--- config.mk ---
export PLATFORM = sky130hd
export DESIGN_NAME = err_log_unit
export DESIGN_NICKNAME = d
export VERILOG_FILES = /design/src/rtl/err_log_unit.sv
export SDC_FILE = /design/constraint.sdc
export NUM_CORES = 1
export LEC_CHECK = 0
export ABC_AREA = 1
export ABC_CLOCK_PERIOD_IN_PS = 1500
export BUFFER_PORTS_ARGS = -buffer_cell sky130_fd_sc_hd__buf_4
export CAP_MARGIN = 15
export CORE_MARGIN = 2
export CORE_UTILIZATION = 42
export DETAILED_ROUTE_END_ITERATION = 7
export PLACE_DENSITY_LB_ADDON = 0.2
export SLEW_MARGIN = 20
export SYNTH_ARGS = -nofsm -noshare
export SYNTH_HDL_FRONTEND = slang
export SYNTH_SLANG_ARGS = --single-unit
--- constraint.sdc ---
create_clock -name clk -period 1.5 [get_ports clk]
set_clock_uncertainty 0.05 [all_clocks]
set_input_delay 0.3 -clock clk [delete_from_list [all_inputs] [get_ports clk]]
set_output_delay 0.3 -clock clk [all_outputs]
set_load 0.02 [all_outputs]
--- src/rtl/err_log_unit.sv ---
module err_log_unit #(
  parameter int N_SRC = 8,
  parameter int TID_W = 8,
  parameter logic [N_SRC-1:0] INIT_SRC = 8'h80,
  parameter logic [N_SRC-1:0] BERR_SRC = 8'h40,
  parameter int SBE_IDX = 0,
  parameter int DBE_IDX = 7
) (
  input  logic             clk,
  input  logic             rst_n,
  input  logic [N_SRC-1:0] err_evt,
  input  logic [TID_W-1:0] err_tid,
  input  logic             reg_wr,
  input  logic [2:0]       reg_addr,
  input  logic [N_SRC-1:0] reg_wdata,
  output logic [N_SRC-1:0] reg_rdata,
  output logic             bus_init,
  output logic             bus_err,
  output logic             irq
);
  localparam logic [N_SRC-1:0] NONFATAL = ~(INIT_SRC | BERR_SRC);
  localparam logic [2:0] A_FIRST = 3'd0, A_NEXT = 3'd1, A_MASK = 3'd2, A_ARM = 3'd3, A_TID = 3'd4;

  logic [N_SRC-1:0] first_q, next_q, mask_q;
  logic [TID_W-1:0] tid_q;
  logic             init_en_q, berr_en_q;

  wire [N_SRC-1:0] sbe_kill  = err_evt[DBE_IDX] ? (N_SRC'(1) << SBE_IDX) : '0;
  wire [N_SRC-1:0] evt_eff   = err_evt & ~sbe_kill;
  wire             first_emp = ~|first_q;
  wire [N_SRC-1:0] clr_first = (reg_wr && reg_addr == A_FIRST) ? reg_wdata : '0;
  wire [N_SRC-1:0] clr_next  = (reg_wr && reg_addr == A_NEXT)  ? reg_wdata : '0;
  wire             wr_mask   = reg_wr && reg_addr == A_MASK;
  wire             wr_arm    = reg_wr && reg_addr == A_ARM;
  wire [N_SRC-1:0] pend      = (first_q | next_q) & ~mask_q;
  wire             dbe_held  = first_q[DBE_IDX] | next_q[DBE_IDX];
  wire             fire_init = init_en_q && |(pend & INIT_SRC);
  wire             fire_berr = berr_en_q && |(pend & BERR_SRC);

  assign irq = |(pend & NONFATAL);

  always_ff @(posedge clk) begin
    if (!rst_n) begin
      first_q   <= '0;
      next_q    <= '0;
      mask_q    <= '0;
      tid_q     <= '0;
      init_en_q <= 1'b0;
      berr_en_q <= 1'b0;
      bus_init  <= 1'b0;
      bus_err   <= 1'b0;
    end else begin
      first_q <= (first_q & ~clr_first) | (first_emp ? evt_eff : '0);
      next_q  <= (next_q & ~clr_next) | (first_emp ? '0 : evt_eff);
      if (wr_mask) mask_q <= reg_wdata;
      if (evt_eff[DBE_IDX] && !dbe_held) tid_q <= err_tid;
      init_en_q <= fire_init ? 1'b0 : (wr_arm ? reg_wdata[0] : init_en_q);
      berr_en_q <= fire_berr ? 1'b0 : (wr_arm ? reg_wdata[1] : berr_en_q);
      bus_init  <= fire_init;
      bus_err   <= fire_berr;
    end
  end

  always_comb begin
    case (reg_addr)
      A_FIRST: reg_rdata = first_q;
      A_NEXT:  reg_rdata = next_q;
      A_MASK:  reg_rdata = mask_q;
      A_ARM:   reg_rdata = N_SRC'({berr_en_q, init_en_q});
      A_TID:   reg_rdata = N_SRC'(tid_q);
      default: reg_rdata = '0;
    endcase
  end

  a_r2_first_capture: assert property (@(posedge clk) disable iff (!rst_n)
    (first_q == '0 && err_evt != '0) |=> (first_q != '0));

  a_r3_next_after_first: assert property (@(posedge clk) disable iff (!rst_n)
    (|(next_q & ~$past(next_q))) |-> $past(|first_q));

  a_r12_dbe_wins: assert property (@(posedge clk) disable iff (!rst_n)
    (first_q == '0 && err_evt[SBE_IDX] && err_evt[DBE_IDX]) |=> (first_q[DBE_IDX] && !first_q[SBE_IDX]));

  a_r7_init_disarms: assert property (@(posedge clk) disable iff (!rst_n)
    bus_init |-> !init_en_q);

  a_r7_init_single: assert property (@(posedge clk) disable iff (!rst_n)
    bus_init |=> !bus_init);

  a_r9_berr_disarms: assert property (@(posedge clk) disable iff (!rst_n)
    bus_err |-> (!berr_en_q ##1 !bus_err));
endmodule

==> reports/qor.txt <==
Outcome -> complete, but fails checks
Violated checks -> setup timing
Drt first pass iters -> 4
Initial antenna violation count -> 0
Initial Util -> 44.0%
Core area -> 4030 um2
Least-Margin Pin Slew -> 0.398 ns
H-tree depth -> 2
Class of the most critical setup path -> reg -> out
Clock Path Buffers -> 2
Max Slew Vio Count -> 0
CTS root buf -> clkbuf_8
# placed instances -> 372
Crit path max fanout -> 3
Hold crit path type -> in -> reg
Hold Buf Count CTS -> 0
Die Ht -> 69.0 um
Fin crit share -> 101%
Final Hold Fails -> 0
Die area -> 4760 um2
GRT overflow -> 0
Vias in the first global route -> 1630
Final core utilization -> 59.0%
Syn. warnings -> 0
Max-Cap Viols -> 0
IO Pins -> 41
Placed instance area -> 2230 um2
Power per standard cell area -> 1530 nW/um2
DRC viols -> 0
Post-synthesis register bit count -> 36
Seq/Total Area, Yosys -> 40.6%
Port Buf Inserts -> 40
Depth of the worst register-to-register path -> 7
Placer Congestion -> 0.830
Peak VDD IR -> 791 uV
Final critical-path required period -> 1.52 ns
Num CTS Buffers -> 5
Cells after Synth -> 277
Startpoint Class -> flop
Clock latency on the worst-skew pair -> 0.29 ns
ANT cells -> 0
Max Freq -> 659 MHz
Total Routing Usage GR -> 22.1%
Critical Path Sink Type -> output port
First-pass GRT wire length -> 7570 um
Non-filler cells, final -> 378
Final std cell area, no fill -> 2380 um2
# nets final -> 360
Share of cells above drive strength 1 -> 25.3%
Unique masters post-synth -> 21
Largest net degree at the start of global routing -> 17
Die W -> 69.0 um
Worst-path clk slew -> 0.06 ns
Drt initial violations -> 84
Via count of the routed design -> 1854
Final setup margin -> -0.0164 ns
Row count -> 23
Arrival time of the worst setup path -> 1.17 ns
RSZ-0062 raised after global routing -> true
Hold path depth -> 3
Pleak -> 1.07 nW
Mapped Area -> 1770 um2
Vias per cell -> 4.90
P&R area growth vs syn -> 34.2%
Syn Area/Cell -> 6.40 um2
CTS tree -> yes
CTS sink cnt -> 36
Final WL -> 4920 um
Post-DP HPWL -> 3620 um
Syn nets -> 307
Routed len/inst -> 13.0 um
Setup violators final -> 1
Worst Path Required -> 1.15 ns
Slew HR -> 73.4%
Number of routed nets with antenna violations -> 0
-- critical path: stages (launching register included) --
cell     delay (ns)
dfxtp_2        0.33
nor2_1         0.10
nor2_1         0.05
nor2_1         0.11
nand4_1        0.12
buf_4          0.18
-- report_power, final --
| group | switching, mW | internal, mW |
|---|---|---|
| Clock | 0.314 | 0.299 |
| Combinational | 0.896 | 0.620 |
| Sequential | 0.248 | 1.25 |
-- cell usage after synthesis (all sizes together) --
library cell   n  share of area (%)
nor4           2               0.71
inv           21                4.4
nand2         81                 17
and3           1               0.35
nand3          4                1.1
nor3           2               0.85
o21ai         19                5.4
a21oi         19                5.4
dfxtp         36                 41
nor2          59                 13
nand4         23                8.1
buf            5                1.4
clkbuf         4               0.85
o21bai         1               0.42
-- cell type report --
type,instances,area [um2]
clock buffer,5,68.8
fill,423,1650
inverter,21,83.8
multi-input combinational,211,965
sequential,36,734
tap,50,62.6
timing repair buffer,55,464
-- final timing paths --
check	start	to	slack (ns)
hold reg to reg	tid_q[0]	tid_q[0]	0.42
hold / removal	err_evt[2]	first_q[2]	0.22
setup reg to reg	first_q[2]	first_q[5]	0.17
setup / recovery	next_q[4]	irq	-0.02
-- metrics by stage --
| step | hold slack (ns) | power, mW | setup TNS [ns] | setup slack, ns |
|---|---|---|---|---|
| final | 0.216 | 3.63 | -0.0164 | -0.0164 |
| after global routing | 0.225 | 3.89 | -0.0658 | -0.0449 |
| after CTS | 0.207 | 3.57 | -0.0181 | -0.0181 |
| after detailed placement | 0.405 | 2.92 | -0.343 | -0.0638 |
| after global placement | 0.407 | 2.89 | -0.117 | -0.0351 |
| after floorplan | 0.374 | 2.31 | 0 | 0.0557 |
-- per-layer routing --
layer | share of wire (%) | track usage (%) | up-vias
met5 | 0 | 0 | -
li1 | - | - | 1005
met3 | 6.5 | 5.19 | 8
met4 | 1.7 | 11.0 | 0
met2 | 44 | 33.4 | 55
met1 | 48 | 29.3 | 786
-- state kept, by name, indices dropped and copies added (netlist names) --
name and cells:
bus_init 1, mask_q 8, bus_err 1, first_q 8
berr_en_q 1, tid_q 8, next_q 8, init_en_q 1
-- logic make-up (layout without fill, tap and decap cells) --
kind of cell           count (synthesis)  after routing  synth area share [%]
flip-flops                            36             36                  40.6
AO/OA/AOI/OAI                         39             39                  11.2
AND/OR/NAND/NOR                      172            172                  41.5
buffers and inverters                 30             81                  6.70
-- repair_timing --
action,4_1_cts,5_1_grt
endpoints found under the hold margin,0,0
buffers inserted,1,0
setup endpoints to repair,9,17
gates resized for setup,9,23
pin swaps,2,4
-- layout by cell type, fill, tap and decap left out --
master,Yosys,routed
a21oi_1,19,19
nor2_4,1,1
buf_4,1,46
nor2_2,1,2
inv_1,20,17
and3_1,1,1
buf_12,0,2
o21ai_1,0,1
o21bai_1,1,1
nor2_1,57,56
buf_6,0,7
inv_2,1,2
dfxtp_4,0,1
nand4_1,23,23
dfxtp_2,0,8
o21ai_0,19,17
clkbuf_8,0,5
dfxtp_1,36,27
nand2_2,1,4
nand3_1,4,4
nor3_4,0,2
nand2_1,80,77
o21ai_2,0,1
inv_4,0,2
nor4_1,2,2
No activity file was read; power rests on OpenSTA's default activity.
